## src/rtl/exec_stall_pkg.sv

```systemverilog
package exec_stall_pkg;
  localparam int NUM_STATES = 3;
  localparam int IDX_IDLE   = 0;
  localparam int IDX_ONE    = 1;
  localparam int IDX_TWO    = 2;
  localparam logic [NUM_STATES-1:0] RESET_VEC = NUM_STATES'(1) << IDX_IDLE;

  // Extra-cycle demand of the instruction sitting in execute
  typedef struct packed {
    logic needOne;
    logic needTwo;
  } opNeed_t;

  // State strobes from control to the output logic
  typedef struct packed {
    logic atIdle;
    logic atOne;
    logic atTwo;
  } ctrlStrobe_t;
endpackage

```

## src/rtl/exec_stall_decode.sv

```systemverilog
module exec_stall_decode
  import exec_stall_pkg::*;
(
  input  logic    clk,
  input  logic    rstN,
  input  logic    isMul,
  input  logic    isDiv,
  input  logic    isAdd,
  input  logic    isSub,
  output opNeed_t need
);
  // Add and subtract carry no extra-cycle demand
  always_comb begin
    need.needOne = isMul;
    need.needTwo = isDiv;
  end

  AST_SINGLE_OPCODE: assert property (@(posedge clk) disable iff (!rstN)
    $onehot0({isMul, isDiv, isAdd, isSub}));
endmodule

```

## src/rtl/exec_stall_ctrl.sv

```systemverilog
module exec_stall_ctrl
  import exec_stall_pkg::*;
(
  input  logic        clk,
  input  logic        rstN,
  input  opNeed_t     need,
  output ctrlStrobe_t strobe
);
  logic [NUM_STATES-1:0] stateQ;
  logic [NUM_STATES-1:0] stateD;
  logic                  anyNeed;

  assign anyNeed = need.needOne | need.needTwo;

  // One equation per state flip-flop
  always_comb begin
    stateD           = '0;
    stateD[IDX_TWO]  = stateQ[IDX_IDLE] & need.needTwo;
    stateD[IDX_ONE]  = (stateQ[IDX_IDLE] & need.needOne & ~need.needTwo)
                     | stateQ[IDX_TWO];
    stateD[IDX_IDLE] = (stateQ[IDX_IDLE] & ~anyNeed) | stateQ[IDX_ONE];
  end

  always_ff @(posedge clk or negedge rstN) begin
    if (!rstN) stateQ <= RESET_VEC;
    else       stateQ <= stateD;
  end

  always_comb begin
    strobe.atIdle = stateQ[IDX_IDLE];
    strobe.atOne  = stateQ[IDX_ONE];
    strobe.atTwo  = stateQ[IDX_TWO];
  end

  AST_STATE_ONEHOT: assert property (@(posedge clk) disable iff (!rstN)
    $onehot(stateQ));
  AST_DIV_ENTERS_TWO: assert property (@(posedge clk) disable iff (!rstN)
    stateQ[IDX_IDLE] && need.needTwo |=> stateQ[IDX_TWO]);
  AST_TWO_THEN_ONE: assert property (@(posedge clk) disable iff (!rstN)
    stateQ[IDX_TWO] |=> stateQ[IDX_ONE]);
  AST_ONE_THEN_IDLE: assert property (@(posedge clk) disable iff (!rstN)
    stateQ[IDX_ONE] |=> stateQ[IDX_IDLE]);
endmodule

```

## src/rtl/exec_stall_out.sv

```systemverilog
module exec_stall_out
  import exec_stall_pkg::*;
(
  input  logic        clk,
  input  logic        rstN,
  input  ctrlStrobe_t strobe,
  input  opNeed_t     need,
  output logic        stall
);
  // Mealy term in idle, Moore term in the two-more state
  assign stall = (strobe.atIdle & (need.needOne | need.needTwo)) | strobe.atTwo;

  AST_ONE_RELEASES: assert property (@(posedge clk) disable iff (!rstN)
    strobe.atOne |-> !stall);
  AST_MUL_SINGLE: assert property (@(posedge clk) disable iff (!rstN)
    stall && strobe.atIdle && need.needOne && !need.needTwo |=> !stall);
endmodule

```

## src/rtl/exec_stall_top.sv

```systemverilog
module exec_stall_top
  import exec_stall_pkg::*;
(
  input  logic clk,
  input  logic rstN,
  input  logic isMul,
  input  logic isDiv,
  input  logic isAdd,
  input  logic isSub,
  output logic stall
);
  opNeed_t     need;
  ctrlStrobe_t strobe;

  exec_stall_decode u_decode (
    .clk(clk), .rstN(rstN), .isMul(isMul), .isDiv(isDiv),
    .isAdd(isAdd), .isSub(isSub), .need(need)
  );

  exec_stall_ctrl u_ctrl (
    .clk(clk), .rstN(rstN), .need(need), .strobe(strobe)
  );

  exec_stall_out u_out (
    .clk(clk), .rstN(rstN), .strobe(strobe), .need(need), .stall(stall)
  );
endmodule

```

## config.mk

```make
export PLATFORM = sky130hd
export DESIGN_NAME = exec_stall_top
export DESIGN_NICKNAME = d
export VERILOG_FILES = /design/src/rtl/exec_stall_pkg.sv /design/src/rtl/exec_stall_decode.sv /design/src/rtl/exec_stall_ctrl.sv /design/src/rtl/exec_stall_out.sv /design/src/rtl/exec_stall_top.sv
export SDC_FILE = /design/constraint.sdc
export NUM_CORES = 1
export LEC_CHECK = 0
export CAP_MARGIN = 25
export CORE_AREA = 2 2 39 41
export DETAILED_ROUTE_END_ITERATION = 10
export DIE_AREA = 0 0 41 43
export SYNTH_ARGS = -nofsm -noshare
export SYNTH_HDL_FRONTEND = slang
export SYNTH_SLANG_ARGS = --single-unit
```

## constraint.sdc

```tcl
create_clock -name clk -period 1.8 [get_ports clk]
set_input_delay 0.18 -clock clk [delete_from_list [all_inputs] [get_ports clk]]
set_output_delay 0.18 -clock clk [all_outputs]
set_load 0.02 [all_outputs]
```

======== Yosys cells after proc, flatten, opt, wreduce, memory -nomap -nowiden ========
Cells that the tools add are included.
storage, ports and cells
  memories kept ........................... 0
  register bits ........................... 3
  latch bits .............................. 0
  RAM bits ................................ 0
  bits in read-only memories .............. 0
operators by class
  add/subtract/negate cells ............... 0
  multiplexer cells ....................... 0
  order comparisons ....................... 0
  bitwise operators ....................... 11
  divide/modulo/power cells ............... 0
  equality and inequality tests ........... 0
  reduce and logical (&&, ||, !) cells .... 0
  shifts and indexed selects .............. 0
  multiply operators ...................... 0
operators by type and width
  cell       number
  1-bit AND  5
  1-bit OR   4
  1-bit NOT  2

======== Depth between registers and ports, before layout ========
Gate-level depths: netlist of the first run.
  depth after elaboration ................. 4
  gate-level depth with buffers ........... 2
  gate-level depth less buffers ........... 2

======== Hierarchy ========
From an unflattened synthesis of the first run, not the netlist that was laid out.
second synthesis, totals
  cell total of the unflattened synthesis .. 12
  area, all modules ....................... 133.9 µm²
modules (own cells, without submodules)
  module             area an instance (µm²)  seq. area each (µm²)  cells an instance  instances
  exec_stall_ctrl    107.6                   76.3                  8                  1
  exec_stall_decode  15.0                    0.0                   2                  1
  exec_stall_out     11.3                    0.0                   2                  1

======== Worst setup path after synthesis of the first run ========
Ideal clock, no wire load.
  path type ............................... flip-flop to output port
  start ................................... reg u_ctrl.stateQ[0]
  end ..................................... out stall
  path slack .............................. 849 ps
  data arrival time ....................... 771 ps
  buffers on the path ..................... 0
  cell stages (with the launch flop) ...... 3
  cell sequence ........................... dfstp_2 > o21ai_1 > nand2b_1
on the way
  word-level cells in the longest chain between the ends .. 2
ends and longest elaborated chain
  what                    line                   RTL
  start, declared         exec_stall_ctrl.sv:9   logic [NUM_STATES-1:0] stateQ;
  start signal, assigned  exec_stall_ctrl.sv:26  else stateQ <= stateD;
  1-bit AND               exec_stall_out.sv:11   assign stall = (strobe.atIdle & (need.needOne | need.needTwo)) | strobe.atTwo;
  1-bit OR                exec_stall_out.sv:11
  end, declared           exec_stall_top.sv:10   output logic stall
No other way between the ends.

======== Worst setup path after layout of the first run ========
Ends and elaborated chain as after synthesis.

==> reports/metrics.cfg, run 1 <==
[pwr]
leakage_nw=0.1067
seqPwrFrac_pct=34.4
p_comb_share_pct=5.4
p_clk_share_pct=60.2
p_sw_share_pct=19.92
internal-power_w=0.0001579
p_switching_w=0.00003930
ir_worst_vdd_uv=78.22
power_density_nw_per_um2=890.6

[critical_path]
critPathLaunchType=register
cp_slowest_cell=clkdlybuf4s50_1
crit_path_end_kind=output pin
worst-setup-path-type=reg2out
cp.arrival_ns=1.52
crit_buf_inv=1
crit_fanout=3
path_cells=o21ai_1 > nand2b_1 > clkdlybuf4s50_1
cp_data_required_time_ns=1.62
cp_top_family=buffers and inverters
slowest_delay_ns=0.60

[cts]
clockRootBuffer=clkbuf_4
clock_sinks=3
clk_latency_ns=0.23
htree_levels=1
clockBufferDepth=2
ctsHoldBuffers=0
clk_pin_slew_ns=0.04
cts_tree=yes
cts_setup_buffers=0
post_cts_resized=0
cts_buffers=3

[synthesis]
syn_inst=10
synth-main-ff-cell=dfrtp_1
yosys_warnings=0
ys_seq_area_share_pct=56.48
synth_edf_count=0
synthTopCellsByArea=dfrtp_1, dfstp_2, o21bai_2
synth_cell_type_count=8
synth_nets=16
synth-async-reset-ratio_pct=100.0
syn_area_sq_um=135.1
synth_common_cells=dfrtp_1, o21bai_2
synth_area_per_cell_sq_um=13.51
yosysTopAreaCell=dfrtp_1
ys_seq_elements=3
synth.top_cell.area_share_pct=37.04

[timing]
setup_viol=0
period_share_pct=94.57
clock.fmax_mhz=587.4
rsz0062_at_grt=no
min_period_ns=1.702
slew-limit-headroom_pct=85.54
hold_viol_final=0
fin_tns_setup_ns=0
holdWs_ns=0.1288
slew_viol_final=0
setup_ws_ns=0.09769
worst_pin_slew_ns=0.2163
fin_skew_ns=0.0008463

[place]
io_buffers=4
dp_worst_setup_slack_ns=0.1644
gp_congestion=0.4456
place_area_sq_um=195.2

[die]
die_area_sq_um=1763
die_h_microns=43
num_io_pins=7
start_util_pct=9.765
die_w_microns=41
coreArea_sq_um=1384
row_count=14

[outcome]
status=finished, final reports clean

[layout]
area.growth.synth_to_final_pct=63.89
drive_gt1_share_pct=44.44
reg.largest.list=u_ctrl.stateQ: 3 flops
largest_reg_flops=3
regMostFlops=u_ctrl.stateQ
fin_nets=25
num_antenna_cells=0
final_area_sq_um=221.5

[route]
drc=0
drt-total-wl_microns=329
dr.pass1.iters=1
ant_nets=0
vias=109
vias_per_cell=3.206
wl_per_cell_microns=9.676
drt_iter0_markers=0

[run]
maxCapViolCount=0

[min_path]
worstHoldPathType=in2async

[global_routing]
grt_usage_pct=5.912
antenna_found_initial=0
grt_max_degree=4
grt_remaining_overflow=0
grt_pass1_wl_microns=517
grt_pass1_vias=135

## per-layer routing
layer	track usage, %	vias up	part of all wire (%)
li1	-	48	-
met1	1.917	50	22
met2	7.500	7	50
met3	7.330	4	20
met4	10.00	0	7.0
met5	0	-	0
## power groups by stage
stage	Clock [W]	Combinational, W	Sequential, W
6_report	0.000119	0.0000106	0.0000679
5_1_grt	0.000136	0.0000113	0.0000678
3_3_place_gp	0	0.00000990	0.0000687
2_1_floorplan	0	0.00000159	0.0000687
4_1_cts	0.000123	0.0000108	0.0000679
3_5_place_dp	0	0.0000108	0.0000687
## worst register-to-register path, delay by kind of cell (launching register included)
kind	cells	cell delay, ns
AOI/OAI and AO/OA	1	0.10
DFF	1	0.55
and+or+nand+nor	1	0.07
## path summary, 6_finish.rpt
check	from	endpoint	slack, ns	cells after the start
setup / recovery	u_ctrl.stateQ[0]	stall	0.1	3
hold / removal	rstN	u_ctrl.stateQ[2]	0.13	1
setup reg to reg	u_ctrl.stateQ[0]	u_ctrl.stateQ[1]	1.01	2
hold reg to reg	u_ctrl.stateQ[1]	u_ctrl.stateQ[0]	0.46	1
max in group asynchronous	rstN	u_ctrl.stateQ[0]	1.45	1
min in group clk	u_ctrl.stateQ[1]	u_ctrl.stateQ[0]	0.46	1
## cells by family (layout without fill, tap and decap cells)
kind of cell	after synthesis	in the layout	share of synthesized area (%)
DFF	3	3	56.49
and+or+nand+nor	3	3	20.37
AOI/OAI and AO/OA	3	3	20.37
buffers and inverters	1	9	2.775
## metrics by stage
stage               total power [W]  util [%]  cells
floorplan                0.00007030         -     10
global placement         0.00007860     14.10     30
detailed placement       0.00007951     14.10     30
CTS                       0.0002022     16.00     34
global route              0.0002149     16.00     34
finish                    0.0001972     16.00     34
## placed cells by master (no fill, tap or decap), drive strengths merged
cell	instances
and2	1
clkbuf	4
clkdlybuf4s50	4
dfrtp	2
dfstp	1
inv	1
nand2b	2
o21ai	1
o21bai	2
## final cells by class
type / count / area, sq um
fillers: 152 / 1162
flip-flops and latches: 3 / 76.32
multi-input cells: 6 / 55.05
repair buffers: 4 / 40.04
clock buffers: 4 / 26.28
well taps: 16 / 20.02
inverters: 1 / 3.754
No activity file was read; power rests on OpenSTA's default activity.
==> run 2: changes to the inputs <==
- CTS_CLUSTER_SIZE: default -> 20
==> results of run 2 <==
Same layout as run 1: the final DEF is identical, and so are final timing and power.
